`config.mk`:
```
export PLATFORM = sky130hd
export DESIGN_NAME = addr_predecode
export DESIGN_NICKNAME = d
export VERILOG_FILES = /design/src/rtl/pdec_pkg.sv /design/src/rtl/pdec_pair_stage.sv /design/src/rtl/pdec_field_stage.sv /design/src/rtl/pdec_word_stage.sv /design/src/rtl/pdec_read_regs.sv /design/src/rtl/addr_predecode.sv
export SDC_FILE = /design/constraint.sdc
export NUM_CORES = 1
export LEC_CHECK = 0
export ABC_AREA = 1
export BUFFER_PORTS_ARGS = -buffer_cell sky130_fd_sc_hd__buf_2
export CORE_AREA = 4 4 603 605
export DETAILED_ROUTE_END_ITERATION = 8
export DIE_AREA = 0 0 607 609
export MAX_ROUTING_LAYER = met4
export PLACE_DENSITY = 0.3
export SLEW_MARGIN = 30
export SYNTH_ARGS = -nofsm -noshare
export SYNTH_HDL_FRONTEND = slang
export SYNTH_SLANG_ARGS = --single-unit
```
`constraint.sdc`:
```
create_clock -name clk -period 1.43 [get_ports clk]
set_input_delay 0.2145 -clock clk [delete_from_list [all_inputs] [get_ports clk]]
set_output_delay 0.2145 -clock clk [all_outputs]
set_load 0.05 [all_outputs]
```
`src/rtl/pdec_pkg.sv`:
```
// Package: shared constants and a literal-select helper for the predecoder.
// Assumes the address splits into bit pairs grouped two per nibble field.
package pdec_pkg;

    // Lines produced by one 2-bit pair and by one 4-bit field.
    localparam int PAIR_LINES  = 4;
    localparam int FIELD_LINES = 16;

    // Return the true or inverted address literal that a decode value needs.
    function automatic logic addr_lit(input logic bit_in, input int want_one);
        return (want_one != 0) ? bit_in : ~bit_in;
    endfunction

endpackage

```
`src/rtl/pdec_pair_stage.sv`:
```
// Module: first decode level. Each 2-bit address pair yields four
// active-low lines through two-input NAND gates of true or inverted bits.
// Assumes ADDR_W is even.
module pdec_pair_stage
    import pdec_pkg::*;
#(
    parameter int ADDR_W = 8
) (
    input  logic [ADDR_W-1:0]                  addr,
    output logic [(ADDR_W/2)*PAIR_LINES-1:0]   pair_n
);
    localparam int NPAIR = ADDR_W / 2;

    // One NAND per pair and per 2-bit value.
    for (genvar p = 0; p < NPAIR; p++) begin : g_pair
        for (genvar v = 0; v < PAIR_LINES; v++) begin : g_val
            assign pair_n[p*PAIR_LINES + v] =
                ~(addr_lit(addr[2*p],     v & 1) &
                  addr_lit(addr[2*p + 1], (v >> 1) & 1));
        end
    end
endmodule

```
`src/rtl/pdec_field_stage.sv`:
```
// Module: second decode level. Two adjacent pair groups are combined by
// two-input NOR gates into sixteen active-high lines per 4-bit field.
// Assumes ADDR_W is a multiple of four.
module pdec_field_stage
    import pdec_pkg::*;
#(
    parameter int ADDR_W = 8
) (
    input  logic [(ADDR_W/2)*PAIR_LINES-1:0]   pair_n,
    output logic [(ADDR_W/4)*FIELD_LINES-1:0]  field_sel
);
    localparam int NFIELD = ADDR_W / 4;

    // One NOR per field and per 4-bit value: low pair and high pair terms.
    for (genvar f = 0; f < NFIELD; f++) begin : g_field
        for (genvar u = 0; u < FIELD_LINES; u++) begin : g_val
            localparam int LO = u % PAIR_LINES;
            localparam int HI = u / PAIR_LINES;
            assign field_sel[f*FIELD_LINES + u] =
                ~(pair_n[(2*f)*PAIR_LINES + LO] |
                  pair_n[(2*f + 1)*PAIR_LINES + HI]);
        end
    end
endmodule

```
`src/rtl/pdec_word_stage.sv`:
```
// Module: third decode level and write strobes. A NAND of one low-field
// and one high-field line gives each active-low word select; a NOR3 of
// active-low terms gives each word/lane strobe. Assumes exactly two fields.
module pdec_word_stage
    import pdec_pkg::*;
#(
    parameter int ADDR_W = 8,
    parameter int LANES  = 4
) (
    input  logic [(ADDR_W/4)*FIELD_LINES-1:0]  field_sel,
    input  logic                               ce_n,
    input  logic [LANES-1:0]                   lane_we_n,
    output logic [(1<<ADDR_W)-1:0]             word_n,
    output logic [(1<<ADDR_W)*LANES-1:0]       strobe
);
    localparam int WORDS = 1 << ADDR_W;

    for (genvar w = 0; w < WORDS; w++) begin : g_word
        localparam int LO = w % FIELD_LINES;
        localparam int HI = w / FIELD_LINES;
        // Word decode: NAND of the two nibble selects.
        assign word_n[w] = ~(field_sel[LO] & field_sel[FIELD_LINES + HI]);
        // Lane strobes: NOR of word select, chip enable and lane enable.
        for (genvar b = 0; b < LANES; b++) begin : g_lane
            assign strobe[w*LANES + b] = ~(word_n[w] | ce_n | lane_we_n[b]);
        end
    end
endmodule

```
`src/rtl/pdec_read_regs.sv`:
```
// Module: read-side registers. Captures the active-high one-hot every
// edge and keeps a read address that loads only while chip enable is high.
// Assumes a synchronous active-low reset.
module pdec_read_regs #(
    parameter int ADDR_W = 8
) (
    input  logic                       clk,
    input  logic                       rst_n,
    input  logic                       ce,
    input  logic [ADDR_W-1:0]          addr,
    input  logic [(1<<ADDR_W)-1:0]     onehot,
    output logic [(1<<ADDR_W)-1:0]     rd_sel,
    output logic [ADDR_W-1:0]          rd_addr
);
    logic [ADDR_W-1:0] addr_nxt;

    // Recirculating 2:1 mux in front of the address register.
    always_comb addr_nxt = ce ? addr : rd_addr;

    // Register the one-hot read select and the read address.
    always_ff @(posedge clk) begin
        if (!rst_n) begin
            rd_sel  <= '0;
            rd_addr <= '0;
        end else begin
            rd_sel  <= onehot;
            rd_addr <= addr_nxt;
        end
    end

    p_sel_follows_r4: assert property (@(posedge clk) disable iff (!rst_n)
        rst_n |=> rd_sel == $past(onehot));
    p_addr_load_r5: assert property (@(posedge clk) disable iff (!rst_n)
        ce |=> rd_addr == $past(addr));
    p_addr_hold_r6: assert property (@(posedge clk) disable iff (!rst_n)
        !ce |=> $stable(rd_addr));
    p_reset_clear_r7: assert property (@(posedge clk)
        !rst_n |=> (rd_sel == '0 && rd_addr == '0));
endmodule

```
`src/rtl/addr_predecode.sv`:
```
// Module: top of the hierarchical predecoder. Chains the pair, field and
// word stages, exposes the active-high one-hot and strobes, and holds the
// read-side registers. Assumes ADDR_W = 8 (two nibble fields).
module addr_predecode
    import pdec_pkg::*;
#(
    parameter int ADDR_W = 8,
    parameter int LANES  = 4
) (
    input  logic                          clk,
    input  logic                          rst_n,
    input  logic                          ce,
    input  logic [LANES-1:0]              lane_we,
    input  logic [ADDR_W-1:0]             addr,
    output logic [(1<<ADDR_W)-1:0]        word_sel,
    output logic [(1<<ADDR_W)*LANES-1:0]  wr_strobe,
    output logic [(1<<ADDR_W)-1:0]        rd_sel,
    output logic [ADDR_W-1:0]             rd_addr
);
    localparam int WORDS = 1 << ADDR_W;

    logic [(ADDR_W/2)*PAIR_LINES-1:0]  pair_n;
    logic [(ADDR_W/4)*FIELD_LINES-1:0] field_sel;
    logic [WORDS-1:0]                  word_n;
    logic                              ce_n;
    logic [LANES-1:0]                  lane_we_n;

    // Active-low copies of the enables for the strobe NOR gates.
    always_comb begin
        ce_n      = ~ce;
        lane_we_n = ~lane_we;
    end

    pdec_pair_stage  #(.ADDR_W(ADDR_W)) u_pair  (.addr(addr), .pair_n(pair_n));
    pdec_field_stage #(.ADDR_W(ADDR_W)) u_field (.pair_n(pair_n), .field_sel(field_sel));
    pdec_word_stage  #(.ADDR_W(ADDR_W), .LANES(LANES)) u_word (
        .field_sel (field_sel),
        .ce_n      (ce_n),
        .lane_we_n (lane_we_n),
        .word_n    (word_n),
        .strobe    (wr_strobe)
    );

    // Invert the active-low word decode to the active-high one-hot.
    always_comb word_sel = ~word_n;

    pdec_read_regs #(.ADDR_W(ADDR_W)) u_rd (
        .clk     (clk),
        .rst_n   (rst_n),
        .ce      (ce),
        .addr    (addr),
        .onehot  (word_sel),
        .rd_sel  (rd_sel),
        .rd_addr (rd_addr)
    );

    p_onehot_r1: assert property (@(posedge clk) disable iff (!rst_n)
        $countones(word_sel) == 1);
    p_sel_index_r1: assert property (@(posedge clk) disable iff (!rst_n)
        word_sel[addr] == 1'b1);
    p_no_strobe_idle_r3: assert property (@(posedge clk) disable iff (!rst_n)
        !ce |-> wr_strobe == '0);
    p_no_strobe_lanes_off_r8: assert property (@(posedge clk) disable iff (!rst_n)
        (lane_we == '0) |-> wr_strobe == '0);
    p_strobe_count_r2: assert property (@(posedge clk) disable iff (!rst_n)
        ce |-> $countones(wr_strobe) == $countones(lane_we));
endmodule

```
After elaboration in Yosys (flattened, before gate mapping)
Cells that the tools add are included.
- latch bits: 0
- input port bits: 15
- bits in read-only memories: 0
- register bits: 264
- RAM bits: 0
- output and inout port bits: 1544
- memories kept: 0
- reductions and logical operators: 0
- shift operators: 0
- bitwise logic cells: 2923
- add/sub/neg operators: 0
- multiply operators: 0
- divide/modulo/power cells: 0
- equality and inequality tests: 0
- magnitude comparators: 0
- multiplexer cells: 0
- operators with widths (cell ; count):
    1-bit NOT ; 1337
    1-bit OR ; 1312
    1-bit AND ; 272
    256-bit NOT ; 1
    4-bit NOT ; 1

Logic depth before layout (Yosys ltp)
- word-level depth: 10
- depth in mapped cells: 6

Cells and area by module
From an unflattened synthesis, not the netlist that was laid out.
- cell total of the unflattened synthesis: 2734
- area, all modules: 18691.7 sq um
- modules (own cells, without submodules) (module ; sequential area each (sq um) ; instances ; cells each ; area each (sq um)):
    pdec_word_stage ; 0.0 ; 1 ; 1570 ; 9796.9
    pdec_read_regs ; 5285.1 ; 1 ; 847 ; 7704.9
    addr_predecode ; 0.0 ; 1 ; 261 ; 979.7
    pdec_field_stage ; 0.0 ; 1 ; 32 ; 120.1
    pdec_pair_stage ; 0.0 ; 1 ; 24 ; 90.1

Least setup slack after synthesis
Ideal clock, no wire load.
- kind: input-to-output
- from: input port addr[0]
- to: output port wr_strobe[0]
- arrival time: 2.178 ns
- stages on the path: 5
- path buffers: 0
- path slack: -0.962 ns
- cells stage by stage: nor2_1 -> nand2_1 -> nor2_1 -> nand2_1 -> nor2_1
- word-level cells in the longest chain between the ends: 10
- ends and longest elaborated chain (element ; line ; text):
    start, declared ; addr_predecode.sv:14 ; input logic [ADDR_W-1:0] addr,
    1-bit NOT ; n/a ;
    1-bit AND ; pdec_pair_stage.sv:18 ; ~(addr_lit(addr[2*p], v & 1) &
    1-bit NOT ; pdec_pair_stage.sv:18 ;
    1-bit OR ; pdec_field_stage.sv:20 ; ~(pair_n[(2*f)*PAIR_LINES + LO] |
    1-bit NOT ; pdec_field_stage.sv:20 ;
    1-bit AND ; pdec_word_stage.sv:22 ; assign word_n[w] = ~(field_sel[LO] & field_sel[FIELD_LINES + HI]);
    1-bit NOT ; pdec_word_stage.sv:22 ;
    1-bit OR (2 in series) ; pdec_word_stage.sv:25 ; assign strobe[w*LANES + b] = ~(word_n[w] | ce_n | lane_we_n[b]);
    1-bit NOT ; pdec_word_stage.sv:25 ;
    end, declared ; addr_predecode.sv:16 ; output logic [(1<<ADDR_W)*LANES-1:0] wr_strobe,
Every way passes these cells.

Worst setup path in the final report
- from: input port addr[0]
- to: output port wr_strobe[971]
The elaborated chain is that of the path after synthesis.

==> impl_metrics.py <==
metrics = {
    "status": {
        "status": "finished with violations",
        "violations": "negative setup slack",
    },
    "yosys": {
        "synth-seq-cells": 264,
        "synth.distinct_cells": 13,
        "yosysMostFrequentCell": "nor2_1",
        "synthTopCellsByArea": "dfxtp_1 37%, nor2_1 34%, nor3_1 8.9%, nand3_1 8.8%, clkbuf_1 5.2%",
        "syn_inst": 2479,
        "yosys-top-cells-count": "1309 x nor2_1, 264 x dfxtp_1, 256 x nor3_1",
        "synth_top_area_share_pct": 36.88,
        "synth_top_area_cell": "dfxtp_1",
        "synthFlopType": "dfxtp_1",
        "synth_area_um2": 14330,
        "yosysWarningCount": 0,
        "async_flop_share_pct": 0,
        "synth_edf_count": 0,
        "synth_nets": 2494,
        "synth_area_per_cell_um2": 5.780,
        "yosysSeqAreaShare_pct": 36.88,
    },
    "routing": {
        "drcViolationCount": 0,
        "via_per_inst": 2.809,
        "drt_wl_total_mm": 194.9,
        "ant_nets": 0,
        "firstDrtPassIters": 5,
        "wire_per_inst_um": 21.00,
        "num_vias": 26060,
        "wl_met1_mm": 76.40,
        "met3WireLength_mm": 8.654,
        "route.met2.wl_mm": 104.6,
        "first_iter_violations": 1711,
        "highest_layer": "met4",
    },
    "setup_path": {
        "crit_required_ns": 1.22,
        "crit_fanout": 14,
        "start_kind": "input pin",
        "cp_data_arrival_time_ns": 1.79,
        "setup.worst_path.end_class": "primary output",
        "path_class": "input pin to primary output",
    },
    "power_and_ir_drop": {
        "p_leak_uw": 0.01903,
        "power.density_nw_per_um2": 446.7,
        "p_total_uw": 19820,
        "ir_drop_uv": 933.2,
    },
    "placement": {
        "dp_hpwl_mm": 152.2,
        "place.gp.congestion": 0.8342,
        "numPortBuffers": 1558,
        "pre_cts_ws_ns": -1.155,
    },
    "worst_hold_path": {
        "hold_class": "input pin to flop",
    },
    "floorplan": {
        "die_h_um": 609,
        "die_w_um": 607,
        "initial_core_util_pct": 4.001,
        "rows": 220,
        "dieArea_um2": 369700,
        "design.core.area_um2": 358100,
        "io_pins": 1559,
    },
    "clock_tree": {
        "clock_sinks": 264,
        "cts-root-buf": "clkbuf_16",
        "cts_buffers": 28,
        "clockBufferDepth": 3,
        "cts_tree": "yes",
        "clkTransAtPathRegs_ns": 0.07,
        "h-tree-depth": 1,
        "insertion_delay_ns": 0.63,
    },
    "timing": {
        "setup_slack_ns": -0.5788,
        "clock-skew-final_ns": 0,
        "tns_ns": -511.90,
        "hold_viol": 0,
        "fmax_mhz": 497.8,
        "period_share_pct": 140.5,
        "worst_hold_slack_ns": 0.1998,
        "min_period_ns": 2.009,
        "rsz0062_at_grt": "true",
        "maxSlewViolCount": 0,
        "relSlewSlack_pct": 66.88,
        "tightestPinTransition_ns": 0.4967,
        "finalSetupViolCount": 1319,
    },
    "global_routing": {
        "grt_use_total_pct": 10.16,
        "grt_pass1_vias": 25530,
        "antenna_found_initial": 14,
        "grt_overflow_total": 0,
        "grt_max_degree": 49,
        "grt_pass1_wl_mm": 249.8,
    },
    "flow_run": {
        "cap_violations": 0,
    },
    "cells_and_area": {
        "drive_gt1_share_pct": 68.47,
        "area_growth_syn_to_layout_pct": 209.7,
        "nNetsFinal": 4494,
    },
}
==> where the power goes <==
group / internal (uW) / switching (uW) / leakage, uW / total, uW
clock: 4720 / 3430 / 0.000501 / 8150
sequential: 7380 / 10.5 / 0.00213 / 7390
combinational: 1340 / 2950 / 0.0164 / 4290
==> repair_timing <==
action	in CTS	in global routing
gates resized for setup	894	502
pin swaps	46	22
cloned	7	0
hold buffers	11	0
endpoints found under the setup margin	1577	1544
endpoints found under the hold margin	8	0
buffers inserted	46	42
==> critical path, cell delays in order <==
cell,delay (ns)
buf_12,0.12
inv_8,0.06
nand2_4,0.04
buf_12,0.14
nor2_4,0.12
buf_12,0.19
nand3_1,0.21
buf_4,0.22
nor2_1,0.11
buf_4,0.21
==> cell families after synthesis <==
kind of cell           count (synthesis)  share of synthesized area (%)
buffers and inverters                330                          9.081
AO/OA/AOI/OAI                         16                         0.5589
flip-flops                           264                          36.88
AND/OR/NAND/NOR                     1869                          53.48
==> cells in the final DEF, fill, tap and decap left out, drive strengths merged <==
master	instances
buf	2240
nor2	1314
dfxtp	264
nor3	256
nand3	251
clkbuf	55
nand2	48
inv	28
dlygate4sd3	11
clkinv	9
o21ai	8
a21oi	8
clkinvlp	5
diode	4
bufinv	4
==> path summary, 6_finish.rpt <==
kind	start	end	slack (ns)	depth (start not counted)
hold reg to reg	u_rd.rd_addr[6]$_SDFFE_PN0P_	u_rd.rd_addr[6]$_SDFFE_PN0P_	0.54	2
setup / recovery	addr[0]	wr_strobe[971]	-0.58	10
hold / removal	addr[1]	u_rd.rd_sel[32]$_SDFF_PN0_	0.20	6
setup reg to reg	u_rd.rd_addr[7]$_SDFFE_PN0P_	u_rd.rd_addr[7]$_SDFFE_PN0P_	0.27	3
==> per-layer routing <==
metal / up-vias / GRT usage [%]
met2: 1197 / 18.84
met5: - / -
met4: 0 / 2.333
met3: 164 / 1.067
li1: 11800 / -
met1: 12900 / 11.59
==> layout make-up <==
type / count / area (um2)
Antenna cell: 4 / 10.01
Fill cell: 41360 / 313700
Clock inverter: 14 / 211.5
Clock buffer: 38 / 808.3
Multi-Input combinational cell: 1885 / 11870
Timing Repair Buffer: 2268 / 20000
Inverter: 32 / 225.2
Sequential cell: 264 / 5285
Tap cell: 4773 / 5972
==> flip-flops by register name, summed over array words and instances, names as in the netlist <==
name	cells
u_rd.rd_sel	256
u_rd.rd_addr	8
==> through the flow <==
stage,cells,area [um2],utilization [%]
3_3_place_gp,9136,37840,10.57
4_1_cts,9239,42680,11.92
6_report,9278,44380,12.39
5_1_grt,9276,44380,12.39
3_5_place_dp,9136,37840,10.57
2_1_floorplan,2479,16300,-
(Power assumes the default switching activity.)
